[src/rtl/pkt_rx_pkg.sv]
// Shared types for the length-prefixed packet receiver.
package pkt_rx_pkg;
    // Position within the packet; ST_LEN is also the idle state.
    typedef enum logic [1:0] {
        ST_LEN  = 2'd0,
        ST_DATA = 2'd1,
        ST_CKH  = 2'd2,
        ST_CKL  = 2'd3
    } rx_state_e;
endpackage

[src/rtl/pkt_rx_ctrl.sv]
// Packet state machine. Next state is purely combinational and
// produces one accept strobe per packet field. Assumes cnt and len come
// from pkt_rx_count and hold the payload count and the stored length.
module pkt_rx_ctrl
    import pkt_rx_pkg::*;
#(
    parameter int DATA_W = 8
) (
    input  logic              clk,
    input  logic              rst_n,
    input  logic              rx_valid,
    input  logic [DATA_W-1:0] rx_byte,
    input  logic [DATA_W-1:0] cnt,
    input  logic [DATA_W-1:0] len,
    output rx_state_e         st,
    output logic              len_acc,
    output logic              pay_acc,
    output logic              ckh_acc,
    output logic              ckl_acc
);
    rx_state_e nxt;
    logic      more_pay;

    // Another payload byte is due when the count after this byte is below the length.
    assign more_pay = ({1'b0, cnt} + {{DATA_W{1'b0}}, 1'b1}) < {1'b0, len};

    // Next-state and accept-strobe decode; hold state when no byte arrives.
    always_comb begin
        nxt     = st;
        len_acc = 1'b0;
        pay_acc = 1'b0;
        ckh_acc = 1'b0;
        ckl_acc = 1'b0;
        if (rx_valid) begin
            case (st)
                ST_LEN: begin
                    len_acc = 1'b1;
                    nxt     = (rx_byte == '0) ? ST_CKH : ST_DATA;
                end
                ST_DATA: begin
                    pay_acc = 1'b1;
                    nxt     = more_pay ? ST_DATA : ST_CKH;
                end
                ST_CKH: begin
                    ckh_acc = 1'b1;
                    nxt     = ST_CKL;
                end
                default: begin
                    ckl_acc = 1'b1;
                    nxt     = ST_LEN;
                end
            endcase
        end
    end

    // State register.
    always_ff @(posedge clk) begin
        if (!rst_n) st <= ST_LEN;
        else        st <= nxt;
    end
endmodule

[src/rtl/pkt_rx_count.sv]
// Payload byte counter and stored length. The counter has its own clear
// and increment enables; assumes clr and inc are never high together.
module pkt_rx_count #(
    parameter int DATA_W = 8
) (
    input  logic              clk,
    input  logic              rst_n,
    input  logic              clr,
    input  logic              inc,
    input  logic [DATA_W-1:0] len_in,
    output logic [DATA_W-1:0] cnt,
    output logic [DATA_W-1:0] len
);
    // Payload counter: cleared on the length byte, stepped per payload byte.
    always_ff @(posedge clk) begin
        if (!rst_n)   cnt <= '0;
        else if (clr) cnt <= '0;
        else if (inc) cnt <= cnt + {{(DATA_W-1){1'b0}}, 1'b1};
    end

    // Length register, loaded when the length byte is accepted.
    always_ff @(posedge clk) begin
        if (!rst_n)   len <= '0;
        else if (clr) len <= len_in;
    end
endmodule

[src/rtl/pkt_rx_csum.sv]
// Running payload sum and end-of-packet compare. Assumes the strobes
// arrive in packet order: clr, any number of add, hi_ld, then lo_chk.
module pkt_rx_csum #(
    parameter int DATA_W = 8
) (
    input  logic              clk,
    input  logic              rst_n,
    input  logic              clr,
    input  logic              add,
    input  logic              hi_ld,
    input  logic              lo_chk,
    input  logic [DATA_W-1:0] din,
    output logic              done,
    output logic              err
);
    localparam int SUM_W = 2 * DATA_W;

    logic [SUM_W-1:0]  sum;
    logic [DATA_W-1:0] hi_q;
    logic              match;

    assign match = ({hi_q, din} == sum);

    // Modulo payload sum.
    always_ff @(posedge clk) begin
        if (!rst_n)   sum <= '0;
        else if (clr) sum <= '0;
        else if (add) sum <= sum + {{DATA_W{1'b0}}, din};
    end

    // Holds the high checksum byte until the low byte arrives.
    always_ff @(posedge clk) begin
        if (!rst_n)     hi_q <= '0;
        else if (hi_ld) hi_q <= din;
    end

    // One-cycle result pulses after the low checksum byte.
    always_ff @(posedge clk) begin
        if (!rst_n) begin
            done <= 1'b0;
            err  <= 1'b0;
        end else begin
            done <= lo_chk & match;
            err  <= lo_chk & ~match;
        end
    end
endmodule

[src/rtl/pkt_len_rx.sv]
// Top of the length-prefixed packet receiver. Writes the length byte and
// the payload to an external RAM through a same-cycle write port and
// reports the checksum result. Assumes rx_valid lasts one cycle per byte.
module pkt_len_rx
    import pkt_rx_pkg::*;
#(
    parameter int DATA_W   = 8,
    parameter int ADDR_W   = 8,
    parameter int LEN_ADDR = 3
) (
    input  logic              clk,
    input  logic              rst_n,
    input  logic              rx_valid,
    input  logic [DATA_W-1:0] rx_byte,
    output logic              wr_en,
    output logic [ADDR_W-1:0] wr_addr,
    output logic [DATA_W-1:0] wr_data,
    output logic              done,
    output logic              err
);
    localparam logic [ADDR_W-1:0] BASE_A  = ADDR_W'(LEN_ADDR);
    localparam logic [ADDR_W-1:0] FIRST_A = ADDR_W'(LEN_ADDR + 1);

    rx_state_e         st;
    logic              len_acc, pay_acc, ckh_acc, ckl_acc;
    logic [DATA_W-1:0] cnt, len;

    pkt_rx_ctrl #(.DATA_W(DATA_W)) u_ctrl (
        .clk(clk), .rst_n(rst_n), .rx_valid(rx_valid), .rx_byte(rx_byte),
        .cnt(cnt), .len(len), .st(st),
        .len_acc(len_acc), .pay_acc(pay_acc), .ckh_acc(ckh_acc), .ckl_acc(ckl_acc)
    );

    pkt_rx_count #(.DATA_W(DATA_W)) u_count (
        .clk(clk), .rst_n(rst_n), .clr(len_acc), .inc(pay_acc),
        .len_in(rx_byte), .cnt(cnt), .len(len)
    );

    pkt_rx_csum #(.DATA_W(DATA_W)) u_csum (
        .clk(clk), .rst_n(rst_n), .clr(len_acc), .add(pay_acc),
        .hi_ld(ckh_acc), .lo_chk(ckl_acc), .din(rx_byte),
        .done(done), .err(err)
    );

    // RAM write port: length byte at the base, payload right after it.
    always_comb begin
        wr_en   = len_acc | pay_acc;
        wr_data = rx_byte;
        wr_addr = (st == ST_LEN) ? BASE_A : FIRST_A + ADDR_W'(cnt);
    end
endmodule

[config.mk]
export PLATFORM = sky130hd
export DESIGN_NAME = pkt_len_rx
export DESIGN_NICKNAME = d
export VERILOG_FILES = /design/src/rtl/pkt_rx_pkg.sv /design/src/rtl/pkt_rx_ctrl.sv /design/src/rtl/pkt_rx_count.sv /design/src/rtl/pkt_rx_csum.sv /design/src/rtl/pkt_len_rx.sv
export SDC_FILE = /design/constraint.sdc
export NUM_CORES = 1
export LEC_CHECK = 0
export ABC_AREA = 1
export BUFFER_PORTS_ARGS = -buffer_cell sky130_fd_sc_hd__buf_2
export CAP_MARGIN = 15
export CORE_MARGIN = 5
export CORE_UTILIZATION = 59
export CTS_CLUSTER_DIAMETER = 150
export DETAILED_ROUTE_END_ITERATION = 6
export PLACE_DENSITY = 0.8
export SKIP_LAST_GASP = 1
export SYNTH_ARGS = -nofsm -noshare
export SYNTH_HDL_FRONTEND = slang
export SYNTH_HIERARCHICAL = 1
export SYNTH_SLANG_ARGS = --single-unit
[constraint.sdc]
create_clock -name clk -period 2.4 [get_ports clk]
set_input_delay 0 -clock clk [delete_from_list [all_inputs] [get_ports clk]]
set_output_delay 0 -clock clk [all_outputs]
set_load 0.05 [all_outputs]
==> flow_summary.ini, run 1 <==
[outcome]
run_status = completed

[timing]
fin_ws_ps = 302.9
max_freq_ghz = 0.4769
final_hold_viol_count = 0
fin_skew_ps = 3.473
final-max-slew-violation-count = 0
setup_violations = 0
maxSlewHeadroom = 0.5372
fin_crit_ps = 2097
tns_ps = 0
tightestPinTransition_ps = 691.6
rsz0062_at_grt = false
worst_hold_slack_ps = 18.36
fin_crit_sh = 0.8738

[clocking]
cts-root-buf = clkbuf_8
clock_latency_ps = 300
clk_pin_slew_worst_paths_ps = 90
cts_tree = built
cts_buffers = 5
htreeDepth = 2
cts_setup_buffers = 0
cts_sinks = 44
cts_buffer_depth = 2

[critical_path]
worstSetupStartpointType = flop
cp.required_ps = 2630
ff2ff_path_depth = 14
endpoint_kind = flop
critPathArrivalTime_ps = 2330
path_max_fanout = 7
crit_type = flop to flop

[floorplanning]
initial_core_util = 0.6191
io-pin-count = 30
die_y_um = 80.87
die_area_um2 = 6539
rows = 25
core_area_um2 = 4786
die_w_um = 80.87

[layout]
final_cell_count_no_fill = 551
multi_input_area_um2 = 1728
fillers = 444
area_delta_synth_final_pct = 9.713
final_nets = 513
drive_above_1_share = 0.1322
n_antenna_cell = 0
regArea_um2 = 882.1

[drt]
dr_total_vias = 2870
viasPerCell = 5.209
wl_per_cell_um = 12.22
post-route-drc-count = 0
drt-total-wl_um = 6732
drtAntennaViolNets = 0
drt_first_iter_violations = 155
dr.pass1.iters = 4

[pwr]
p_comb_frac = 0.199
power_density_nw_per_um2 = 523.8
internal-power_w = 0.001174
clockPowerShare = 0.344
vdd.ir_drop.worst_uv = 365.1
p_sw_w = 0.0005291
fin_total_pwr_w = 0.001703
seq_power_share = 0.457
leakage_nw = 1.594
p_sw_frac = 0.3107

[placement]
gp_congestion = 0.8918
place_inst = 542
hpwlAfterDp_um = 5125
pre_cts_slack_ps = 279.8
io_buffer_count = 29

[global_route]
grt_overflow_total = 0
antenna_found_initial = 0
grt_pass1_vias = 2613
grt_max_degree = 31
track_usage = 0.2202
grt_pass1_wl_um = 11410

[yosys]
synthesis.area_um2 = 2963
synth.distinct_cells = 35
ys.flop_type = dfxtp_1
postSynthAreaPerCell_um2 = 6.469
seq_area_frac_synth = 0.2973
synth-edff-count = 0
synth-seq-cells = 44
async_flop_share = 0
syn_inst = 458
synth_nets = 488
ys_warn_count = 6

[run]
cap_violations = 0

[hold_path]
hold_depth = 3
hp-class = primary input to flop
-- state kept, by name, summed over array words and instances (netlist names) --
name,count
u_csum/err,1
u_csum/sum,16
u_count/len,8
u_ctrl/st,2
u_csum/done,1
u_csum/hi_q,8
u_count/cnt,8
-- power groups by stage --
stage	combinational [W]	sequential (W)	clock, W
after floorplan	0.000265	0.000790	0
after global placement	0.000328	0.000794	0
after detailed placement	0.000335	0.000795	0
after CTS	0.000339	0.000778	0.000601
after global routing	0.000377	0.000783	0.000636
final	0.000340	0.000778	0.000585
-- critical path, cell delays in order (launching register included) --
cell     delay, ps
dfxtp_1        440
ha_1           240
nand3_2        120
nor2_1         140
xor2_1         170
ha_1           260
nand2_1         60
nand2_1         40
nand2_1         50
nand2_1         50
nor2_1         140
nand3_1         90
nand2_1         60
nand2_1         50
a21oi_1        110
-- per-layer routing --
layer	GRT usage	vias up	share of wire
met5	0	-	0
met4	0.09966	0	0.025
met3	0.03548	16	0.043
met2	0.4031	65	0.49
met1	0.2485	1289	0.44
li1	-	1500	-
-- cells in the mapped netlist (5+ instances only) --
| library cell | instances | area share |
|---|---|---|
| ha_1 | 18 | 0.076 |
| nand4_1 | 6 | 0.013 |
| inv_2 | 5 | 0.0063 |
| inv_1 | 60 | 0.076 |
| nor3_1 | 7 | 0.012 |
| nand3_1 | 36 | 0.061 |
| a21oi_1 | 24 | 0.041 |
| o21ai_0 | 24 | 0.041 |
| buf_4 | 9 | 0.023 |
| nor2_1 | 81 | 0.10 |
| xor2_1 | 10 | 0.030 |
| nand2_1 | 93 | 0.12 |
| dfxtp_1 | 44 | 0.30 |
-- layout make-up --
cell class	instances	share of cell area
inverters	66	0.07660
clock inverters	3	0.01424
flip-flops and latches	44	0.2714
multi-input cells	331	0.5316
well taps	67	0.02579
repair buffers	35	0.05928
clock buffers	5	0.02117
-- worst paths after layout --
path | from | endpoint | slack [ps]
worst max register to register | u_count/cnt[1] | u_ctrl/st[0] | 300
worst min register to register | u_count/len[4] | u_count/len[4] | 480
worst min-delay path | rx_byte[0] | u_csum/hi_q[0] | 20
worst max-delay path | u_count/cnt[1] | u_ctrl/st[0] | 300
-- layout by cell type, fill, tap and decap left out, types with 2 or more instances in the layout --
| master | netlist | layout |
|---|---|---|
| nand3_1 | 36 | 36 |
| o21ai_0 | 24 | 24 |
| xor2_1 | 10 | 10 |
| inv_1 | 60 | 60 |
| nand4_1 | 6 | 6 |
| dfxtp_1 | 44 | 43 |
| clkbuf_8 | 0 | 5 |
| ha_1 | 18 | 18 |
| nand2_1 | 93 | 93 |
| nand2_2 | 2 | 2 |
| nand3_2 | 3 | 3 |
| or2_1 | 3 | 3 |
| nor2_4 | 2 | 2 |
| inv_2 | 5 | 5 |
| o22ai_1 | 2 | 2 |
| a21oi_1 | 24 | 24 |
| nor4_1 | 3 | 3 |
| nor2_1 | 81 | 81 |
| nor3_1 | 7 | 6 |
| buf_4 | 9 | 5 |
| nor3_2 | 1 | 2 |
| a21oi_2 | 4 | 4 |
| xnor2_1 | 4 | 4 |
| buf_2 | 3 | 29 |
-- kinds of logic after synthesis --
family,share of synthesized area
compound gates,0.1094
xor+xnor,0.04138
simple gates,0.3480
buf+inv,0.1212
fa+ha+maj,0.08277
flops,0.2973
-- repair_timing --
action | in CTS | in global routing
gates resized for setup | 0 | 1
hold buffers | 1 | 0
endpoints found under the setup margin | 0 | 1
hold endpoints to repair | 1 | 0
-- metrics by stage --
stage / instance area [µm²] / util
after global placement: 3124 / 0.6528
after floorplan: 2963 / -
after CTS: 3249 / 0.6790
final: 3251 / 0.6792
after detailed placement: 3124 / 0.6528
after global routing: 3251 / 0.6792
Note: power is estimated with default switching activity, not from simulation.
==> run 2: changes to the inputs <==
Settings changed: MAX_ROUTING_LAYER from default to met4, PLACE_DENSITY 0.8 to 0.77.
==> run 2 against run 1 <==
  * Wire length increased by 4.5%
  * Maximum frequency is 0.68% higher
  * Register-to-register slack about the same
  * Via count grew 0.56%
  * First-iteration DRC count decreased by 14%
  * Hold slack about the same
  * Count of clock-buffer cells in the layout rose by 1
  * Global-route usage increased by 2.1 points
  * Design area increased by 0.69%
  * Largest cell class unchanged
  * Highest routed layer unchanged
==> flow_summary.ini, run 2 (synthesis gave the netlist of run 1 again) <==
[global_route]
grt_pass1_vias = 2699
grt_max_degree = 31
grt_pass1_wl_um = 11920
grt_overflow_total = 0
track_usage = 0.2407
antenna_found_initial = 0

[clocking]
clock_latency_ps = 300
cts-root-buf = clkbuf_8
cts_buffer_depth = 2
htreeDepth = 2
cts_sinks = 44
clk_pin_slew_worst_paths_ps = 80
cts_resized = 0
cts_buffers = 5
cts_tree = built

[floorplanning]
die_area_um2 = 6539
io-pin-count = 30
die_y_um = 80.87
rows = 25
initial_core_util = 0.6191
die_w_um = 80.87
core_area_um2 = 4786

[drt]
dr_total_vias = 2886
wl_per_cell_um = 12.72
post-route-drc-count = 0
drt_first_iter_violations = 134
drtAntennaViolNets = 0
dr.pass1.iters = 5
drt-total-wl_um = 7036
viasPerCell = 5.219

[placement]
gp_congestion = 0.9306
hpwlAfterDp_um = 5299
placed_cell_area_um2 = 3132
io_buffer_count = 29
place_inst = 543

[layout]
area_delta_synth_final_pct = 10.47
final_common_cell = nand2_1
final_area_um2 = 3273
top_register = u_csum/sum
final_cell_count_no_fill = 553
final_nets = 515
largest_reg_flops = 16
n_antenna_cell = 0
drive_above_1_share = 0.1317
final_cell_mix = nand2_1 (93), nor2_1 (81), inv_1 (60)

[timing]
fin_crit_sh = 0.8679
final_hold_viol_count = 0
max_freq_ghz = 0.4801
fin_crit_ps = 2083
final-max-slew-violation-count = 0
fin_skew_ps = 1.794
tightestPinTransition_ps = 678.7
setup_violations = 0
maxSlewHeadroom = 0.5458
rsz0062_at_grt = false
tns_ps = 0

[critical_path]
cp.required_ps = 2640
critPathArrivalTime_ps = 2320
worstSetupStartpointType = flop
crit_path_start = u_count/cnt[0]
crit_top_cell = nand2_1
worst_path_max_delay_cell = dfxtp_1
max_stage_delay_ps = 480
path_max_fanout = 9
r2r_start = u_count/cnt[0]
endpoint_kind = flop
crit_chain = ha_1, nand3_2, nor2_1, xor2_1, ha_1, nand2_1, nand2_1, nand2_1, nand2_1, nor2_1, nand3_1, nand2_1, nand2_1, a21oi_1
crit_type = flop to flop

[pwr]
p_sw_frac = 0.3066
p_comb_frac = 0.199
fin_total_pwr_w = 0.001733
seq_power_share = 0.449
leakage_nw = 1.610
internal-power_w = 0.001202
p_sw_w = 0.0005315
clockPowerShare = 0.352
vdd.ir_drop.worst_uv = 417.3
power_density_nw_per_um2 = 529.6

[hold_path]
hp-class = primary input to flop
worstHoldStart = rx_byte[2]

[run]
cap_violations = 0

[outcome]
run_status = completed
==> run 2: changes by cell type in the layout (fill, tap and decap cells not counted) <==
cell / before / now
clkinvlp_4: 1 / 0
inv_6: 1 / 0
dfxtp_1: 43 / 44
clkbuf_8: 5 / 6
clkinv_4: 0 / 1
dfxtp_2: 1 / 0
buf_4: 5 / 6
dlygate4sd3_1: 1 / 2
==> run 2: layout make-up <==
type                            count  area [µm²]
Multi-Input combinational cell    331        1728
Inverter                           66       249.0
Clock buffer                        6       82.58
Sequential cell                    44       880.8
Fill cell                         451        1513
Clock inverter                      2       38.79
Timing Repair Buffer               37       210.2
Tap cell                           67       83.83
==> run 2: final timing paths <==
kind | end | slack (ps) | cells after the start
max | u_ctrl/st[0] | 320 | 14
min | u_count/len[2] | 20 | 3
max reg2reg | u_ctrl/st[0] | 320 | 14
min reg2reg | u_count/len[4] | 480 | 2
==> run 2: worst max-delay path: cells and delay by family, from the launching register on <==
kind                       cells  cell delay (ps)
and+or+nand+nor               10              760
adders and majority gates      2              510
DFF                            1              480
xor gates and xnor gates       1              150
AOI/OAI and AO/OA              1              100
==> run 2: power by group through the flow <==
stage,clock (W),combinational (W),sequential (W)
3_3_place_gp,0,0.000330,0.000794
3_5_place_dp,0,0.000335,0.000796
6_report,0.000609,0.000345,0.000779
2_1_floorplan,0,0.000265,0.000790
4_1_cts,0.000620,0.000343,0.000779
5_1_grt,0.000658,0.000380,0.000782
==> run 2: what timing repair did <==
item / 4_1_cts / 5_1_grt
hold buffers: 2 / 0
buffers inserted: 0 / 0
hold endpoints to repair: 2 / 0
==> run 2: through the flow <==
| step | util | hold WS, ps | setup WS (ps) |
|---|---|---|---|
| CTS | 0.6839 | 15.16 | 295.5 |
| global placement | 0.6544 | 271.4 | 392.0 |
| floorplan | - | 131.6 | 377.6 |
| global route | 0.6839 | 21.81 | 102.5 |
| finish | 0.6839 | 18.22 | 317.1 |
| detailed placement | 0.6544 | 279.3 | 311.4 |
==> run 2: per-layer routing <==
metal / vias up / track usage / part of all wire
met1: 1319 / 0.2604 / 0.44
met4: 0 / 0.09122 / 0.018
met3: 9 / 0.04656 / 0.033
met5: - / - / 0
met2: 56 / 0.4335 / 0.51
li1: 1502 / - / -
